$ cat src/rtl/dram_ilv_pkg.sv
package dram_ilv_pkg;
  localparam int RANGES   = 8;
  localparam int ADDR_W   = 40;
  localparam int WIN_LSB  = 24;
  localparam int WIN_W    = ADDR_W - WIN_LSB;
  localparam int IDX_W    = $clog2(RANGES);
  localparam int NODE_W   = 3;
  localparam int ILV_LSB  = 12;
  localparam int ILV_W    = 3;
  localparam int DATA_W   = 32;

  typedef struct packed {
    logic [WIN_W-1:0] start;
    logic [ILV_W-1:0] mode;
    logic             wr_ok;
    logic             rd_ok;
  } win_start_t;

  typedef struct packed {
    logic [WIN_W-1:0]  stop;
    logic [ILV_W-1:0]  sel;
    logic [NODE_W-1:0] node;
  } win_end_t;

  // Decode an interleave mode into the mask of checked address bits.
  function automatic logic [ILV_W:0] ilv_decode(input logic [ILV_W-1:0] mode);
    // returns {legal, mask}
    case (mode)
      3'b000:  return {1'b1, 3'b000};
      3'b001:  return {1'b1, 3'b001};
      3'b011:  return {1'b1, 3'b101};
      3'b111:  return {1'b1, 3'b111};
      default: return {1'b0, 3'b000};
    endcase
  endfunction
endpackage

$ cat src/rtl/dram_ilv_regs.sv
module dram_ilv_regs
  import dram_ilv_pkg::*;
(
  input  logic              clk,
  input  logic              rst_n,
  input  logic              wr,
  input  logic [IDX_W-1:0]  idx,
  input  logic              end_sel,
  input  logic [DATA_W-1:0] wdata,
  output logic [DATA_W-1:0] rdata,
  output logic              err,
  output win_start_t        starts [RANGES],
  output win_end_t          ends   [RANGES]
);
  logic unused_wbits;
  assign unused_wbits = ^{wdata[15:11], wdata[7:3]};

  logic [ILV_W:0] wr_mode_dec;
  assign wr_mode_dec = ilv_decode(wdata[10:8]);

  for (genvar g = 0; g < RANGES; g++) begin : g_win
    always_ff @(posedge clk or negedge rst_n) begin
      if (!rst_n) begin
        starts[g] <= '0;
        ends[g]   <= '0;
      end else if (wr && idx == IDX_W'(g)) begin
        if (end_sel)
          ends[g] <= '{stop: wdata[31:16], sel: wdata[10:8], node: wdata[2:0]};
        else
          starts[g] <= '{start: wdata[31:16], mode: wdata[10:8],
                         wr_ok: wdata[1], rd_ok: wdata[0]};
      end
    end
  end

  always_ff @(posedge clk or negedge rst_n) begin
    if (!rst_n)
      err <= 1'b0;
    else if (wr && !end_sel && !wr_mode_dec[ILV_W])
      err <= 1'b1;
  end

  always_comb begin
    if (end_sel)
      rdata = {ends[idx].stop, 5'b0, ends[idx].sel, 5'b0, ends[idx].node};
    else
      rdata = {starts[idx].start, 5'b0, starts[idx].mode, 6'b0,
               starts[idx].wr_ok, starts[idx].rd_ok};
  end
endmodule

$ cat src/rtl/dram_ilv_match.sv
module dram_ilv_match
  import dram_ilv_pkg::*;
(
  input  win_start_t       win_s,
  input  win_end_t         win_e,
  input  logic [WIN_W-1:0] a_win,
  input  logic [ILV_W-1:0] a_ilv,
  input  logic             is_wr,
  output logic             hit
);
  logic [ILV_W:0] dec;
  logic           in_span, perm_ok, ilv_ok;

  always_comb begin
    dec     = ilv_decode(win_s.mode);
    in_span = (a_win >= win_s.start) && (a_win <= win_e.stop);
    perm_ok = is_wr ? win_s.wr_ok : win_s.rd_ok;
    ilv_ok  = dec[ILV_W] && (((a_ilv ^ win_e.sel) & dec[ILV_W-1:0]) == '0);
    hit     = in_span && perm_ok && ilv_ok;
  end
endmodule

$ cat src/rtl/dram_ilv_prio.sv
module dram_ilv_prio
  import dram_ilv_pkg::*;
(
  input  logic [RANGES-1:0] hits,
  output logic              any,
  output logic [IDX_W-1:0]  win_idx
);
  always_comb begin
    any     = |hits;
    win_idx = '0;
    for (int i = RANGES - 1; i >= 0; i--)
      if (hits[i]) win_idx = IDX_W'(i);
  end
endmodule

$ cat src/rtl/dram_ilv_decoder.sv
module dram_ilv_decoder
  import dram_ilv_pkg::*;
(
  input  logic              clk,
  input  logic              rst_n,
  input  logic              cfg_wr,
  input  logic [IDX_W-1:0]  cfg_idx,
  input  logic              cfg_end_sel,
  input  logic [DATA_W-1:0] cfg_wdata,
  output logic [DATA_W-1:0] cfg_rdata,
  output logic              cfg_error,
  input  logic              req_valid,
  output logic              req_ready,
  input  logic [ADDR_W-1:0] req_addr,
  input  logic              req_is_write,
  output logic              rsp_valid,
  input  logic              rsp_ready,
  output logic              rsp_hit,
  output logic              rsp_miss,
  output logic [IDX_W-1:0]  rsp_range,
  output logic [NODE_W-1:0] rsp_node
);
  win_start_t        starts [RANGES];
  win_end_t          ends   [RANGES];
  logic [RANGES-1:0] hits;
  logic              any_hit;
  logic [IDX_W-1:0]  best;
  logic              accept;

  logic unused_abits;
  assign unused_abits = ^{req_addr[WIN_LSB-1:ILV_LSB+ILV_W], req_addr[ILV_LSB-1:0]};

  dram_ilv_regs u_regs (
    .clk(clk), .rst_n(rst_n), .wr(cfg_wr), .idx(cfg_idx), .end_sel(cfg_end_sel),
    .wdata(cfg_wdata), .rdata(cfg_rdata), .err(cfg_error),
    .starts(starts), .ends(ends)
  );

  for (genvar g = 0; g < RANGES; g++) begin : g_cmp
    dram_ilv_match u_match (
      .win_s(starts[g]), .win_e(ends[g]),
      .a_win(req_addr[ADDR_W-1:WIN_LSB]),
      .a_ilv(req_addr[ILV_LSB+ILV_W-1:ILV_LSB]),
      .is_wr(req_is_write), .hit(hits[g])
    );
  end

  dram_ilv_prio u_prio (.hits(hits), .any(any_hit), .win_idx(best));

  assign req_ready = !rsp_valid || rsp_ready;
  assign accept    = req_valid && req_ready;

  always_ff @(posedge clk or negedge rst_n) begin
    if (!rst_n) begin
      rsp_valid <= 1'b0;
      rsp_hit   <= 1'b0;
      rsp_miss  <= 1'b0;
      rsp_range <= '0;
      rsp_node  <= '0;
    end else if (accept) begin
      rsp_valid <= 1'b1;
      rsp_hit   <= any_hit;
      rsp_miss  <= !any_hit;
      rsp_range <= any_hit ? best : '0;
      rsp_node  <= any_hit ? ends[best].node : '0;
    end else if (rsp_ready) begin
      rsp_valid <= 1'b0;
    end
  end
endmodule

$ cat config.mk
export PLATFORM = sky130hd
export DESIGN_NAME = dram_ilv_decoder
export DESIGN_NICKNAME = d
export VERILOG_FILES = /design/src/rtl/dram_ilv_pkg.sv /design/src/rtl/dram_ilv_regs.sv /design/src/rtl/dram_ilv_match.sv /design/src/rtl/dram_ilv_prio.sv /design/src/rtl/dram_ilv_decoder.sv
export SDC_FILE = /design/constraint.sdc
export NUM_CORES = 1
export LEC_CHECK = 0
export ABC_AREA = 1
export BUFFER_PORTS_ARGS = -buffer_cell sky130_fd_sc_hd__buf_2
export CAP_MARGIN = 10
export CORE_ASPECT_RATIO = 1.4
export CORE_MARGIN = 5
export CORE_UTILIZATION = 43
export CTS_CLUSTER_DIAMETER = 200
export CTS_CLUSTER_SIZE = 25
export DETAILED_ROUTE_END_ITERATION = 8
export MAX_ROUTING_LAYER = met4
export SETUP_SLACK_MARGIN = 0.02
export SYNTH_ARGS = -nofsm -noshare
export SYNTH_HDL_FRONTEND = slang
export SYNTH_SLANG_ARGS = --single-unit
$ cat constraint.sdc
create_clock -name clk -period 3.06 [get_ports clk]
set_input_delay 0.918 -clock clk [delete_from_list [all_inputs] [get_ports clk]]
set_output_delay 0.918 -clock clk [all_outputs]
set_load 0.01 [all_outputs]
==> results.py <==
metrics = {
    "sta": {
        "finalHoldViolations": 0,
        "fin_crit_sh": 1.08,
        "final.setup.tns_ns": -4.00,
        "slew_headroom": 0.500,
        "unrepaired_setup_endpoints_after_global_routing": "yes",
        "drv_slew": 0,
        "worst_pin_slew_ns": 0.749,
        "setup_ws_ns": -0.254,
        "timing.clock.skew_ns": 0.0273,
        "setup_viol_count_final": 22,
        "period_minus_slack_ns": 3.31,
        "timing.fmax_mhz": 302,
    },
    "placed_design": {
        "place_congestion": 0.968,
        "placed_cells_incl_taps": 3667,
        "numPortBuffers": 83,
        "dp_hpwl_mm": 57.1,
    },
    "synth": {
        "synthMostInstantiatedCell": "sky130_fd_sc_hd__nand2_1",
        "synth_top_area_cell": "sky130_fd_sc_hd__dfrtp_1",
        "ys_ff_latch": 354,
        "synth_warnings": 0,
        "ys.flop_type": "sky130_fd_sc_hd__dfrtp_1",
        "syn-instance-count": 2847,
        "synthTopCellsByCount": "sky130_fd_sc_hd__nand2_1, sky130_fd_sc_hd__o21ai_0, sky130_fd_sc_hd__inv_1",
        "top_cell_type_s_share_of_synthesized_area": 0.397,
        "synth_enable_flop_cells": 0,
        "number_of_distinct_library_cells_after_synthesis": 46,
        "ys_async_sr_fraction": 1.00,
        "post_synth.cell_area_avg_um2": 7.83,
        "proportion_of_synthesized_chip_area_in_sequential_cells": 0.397,
        "synthesis.area_mm2": 0.0223,
        "synth.area.top_cells": "sky130_fd_sc_hd__dfrtp_1, sky130_fd_sc_hd__ha_1, sky130_fd_sc_hd__nand2_1",
    },
    "floorplan": {
        "floorplan.die.width_um": 202,
        "floorplan.initialDensity": 0.435,
        "floorplan.io_pins": 125,
        "floorplan_core_area_mm2": 0.0513,
        "placement_rows": 98,
        "chipHeight_um": 279,
        "die-area_mm2": 0.0566,
    },
    "power_and_ir_drop": {
        "power_mw": 14.6,
        "power_leakage_nw": 13.1,
        "power.share.combinational": 0.375,
        "internal_power_mw": 9.00,
        "total_switching_power_mw": 5.55,
        "switching_share": 0.382,
        "max-vdd-ir-drop_uv": 530,
        "power-per-cell-area_mw_per_mm2": 541,
        "clock_power_share": 0.189,
        "share_seq_of_total_power": 0.436,
    },
    "critical_path": {
        "element_type_at_the_critical_path_end": "primary output",
        "cp_slowest_cell": "sky130_fd_sc_hd__buf_8",
        "path_cells": "buf_12 -> nor2_4 -> buf_8 -> buf_8 -> a22oi_1 -> nand3_1 -> nand2_1 -> a31o_2 -> nand2_1 -> buf_2",
        "setup.reg_to_reg.worst_slack_ns": 0.34,
        "worst_path_dominant_cell_family": "buffers and inverters",
        "cp-start-kind": "input pin",
        "cp_data_required_time_ns": 2.14,
        "crit_path_max_incr_delay_ns": 0.22,
        "worst-path-max-fanout": 13,
        "critPathArrivalTime_ns": 2.40,
        "reg2reg_from": "u_regs.starts[31]",
        "path_buf_inv": 4,
        "critPathKind": "input pin to primary output",
        "rr_endpoint": "rsp_node[0]",
        "timing.reg2reg.worst_path_depth": 23,
    },
    "layout": {
        "final_cells": 3704,
        "area_growth_pct": 20.7,
        "finish.net_count": 3392,
        "proportion_of_layout_cells_with_a_drive_suffix_above_1": 0.163,
        "finish.utilization": 0.525,
        "seqCellArea_mm2": 0.00886,
        "multi_input_area_mm2": 0.0122,
        "diodes": 0,
        "filler_cell_count": 4847,
    },
    "grt": {
        "grt_pass1_vias": 20684,
        "overflow": 0,
        "grt_pass1_wl_mm": 116,
        "grt.total_usage": 0.267,
        "grt_antenna_before_repair": 1,
        "grt_start_max_net_pins": 75,
    },
    "drt": {
        "routed_wirelength_mm": 76.1,
        "antenna_violating_nets_post_route": 0,
        "detail_route.vias_per_cell": 5.55,
        "drt-initial-drc-count": 1337,
        "remaining_drc_errors": 0,
        "avgRoutedWirePerCell_um": 20.5,
        "via_count": 20553,
        "detailed_routing_iteration_count_for_the_pre_antenna_repair_pass": 5,
    },
    "clocking": {
        "tritoncts.num_buffers": 18,
        "max-clock-path-buffers": 3,
        "clk-insertion-delay-late_ns": 0.55,
        "cts.clk_slew.worst_paths_ns": 0.11,
        "cts_tree": "done",
        "cts.sinks": 354,
        "root_buffer": "sky130_fd_sc_hd__clkbuf_16",
        "cts.htree.levels": 1,
    },
    "outcome": {
        "outcome": "finished with violations",
        "failed_checks": "setup timing",
    },
    "min_path": {
        "hold_path.class": "input pin to async pin",
    },
    "job": {
        "max_cap_violations": 0,
    },
}
## cells by family (layout without fill, tap and decap cells)
kind of cell | count (synthesis) | in the layout | synth area share
mux | 2 | 2 | 0.000898
other cells | 1 | 10 | 0.000168
buf+inv | 533 | 731 | 0.0927
simple gates | 889 | 889 | 0.161
xor+xnor | 1 | 1 | 0.000393
compound gates | 811 | 811 | 0.204
fa+ha+maj | 256 | 256 | 0.144
flops | 354 | 354 | 0.397
## power by group through the flow
stage | Combinational [mW] | Sequential (mW) | Clock, mW
after floorplan | 3.19 | 6.22 | 0
after CTS | 5.23 | 6.33 | 2.84
after detailed placement | 5.01 | 6.40 | 0
after global routing | 6.17 | 6.48 | 2.99
final | 5.45 | 6.35 | 2.75
after global placement | 4.80 | 6.38 | 0
## placed cells by master (no fill, tap or decap), types with 39 or more instances in the layout
| cell | count |
|---|---|
| sky130_fd_sc_hd__nand2_1 | 654 |
| sky130_fd_sc_hd__nor2_1 | 71 |
| sky130_fd_sc_hd__o21ai_0 | 403 |
| sky130_fd_sc_hd__o211ai_1 | 39 |
| sky130_fd_sc_hd__inv_1 | 370 |
| sky130_fd_sc_hd__o22ai_1 | 42 |
| sky130_fd_sc_hd__a21oi_1 | 159 |
| sky130_fd_sc_hd__buf_2 | 60 |
| sky130_fd_sc_hd__ha_1 | 252 |
| sky130_fd_sc_hd__buf_4 | 195 |
| sky130_fd_sc_hd__nand3_1 | 79 |
| sky130_fd_sc_hd__dfrtp_1 | 354 |
## what timing repair did
item                                    4_1_cts  5_1_grt
resized for setup                           143      114
hold buffers                                  0        0
buffers inserted                             10        9
pin swaps                                    41       39
gates cloned                                  4        1
hold endpoints to repair                      0        0
endpoints found under the setup margin       25       27
## layer usage
layer	part of all wire	global-route usage
met1	0.40	0.310
met2	0.51	0.478
met3	0.041	0.0241
met4	0.046	0.109
met5	0	-
## sequential cells by signal (all words and copies together), names as in the netlist
register and count:
u_regs.err 1, rsp_valid 1, u_regs.ends 176, rsp_hit 1
u_regs.starts 168, rsp_node 3, rsp_miss 1, rsp_range 3
## metrics by stage
stage                     instance area [um^2]  hold WS, ns  worst slack, ns
after detailed placement                 25100        0.458           -0.596
after floorplan                          22300        0.453           0.0316
after global placement                   25100        0.454           -0.537
after CTS                                26300        0.280           -0.235
after global routing                     26900        0.294           -0.306
final                                    26900        0.281           -0.254
## layout make-up
cell class | instances | share of cell area
well taps | 650 | 0.0302
clock inverters | 1 | 0.00112
inverters | 381 | 0.0540
multi-input cells | 1969 | 0.455
repair buffers | 330 | 0.113
clock buffers | 19 | 0.0177
flip-flops and latches | 354 | 0.329
## worst max-delay path by stage
stage	from	endpoint	slack, ns	depth (start not counted)
global placement	cfg_idx[1]	cfg_rdata[27]	-0.54	12
global route	cfg_idx[1]	cfg_rdata[27]	-0.31	11
finish	cfg_idx[0]	cfg_rdata[9]	-0.25	10
detailed placement	req_addr[31]	rsp_node[0]	-0.60	19
CTS	cfg_idx[1]	cfg_rdata[22]	-0.24	12
floorplan	cfg_idx[0]	cfg_rdata[2]	0.03	8
Note: power is estimated with default switching activity, not from simulation.
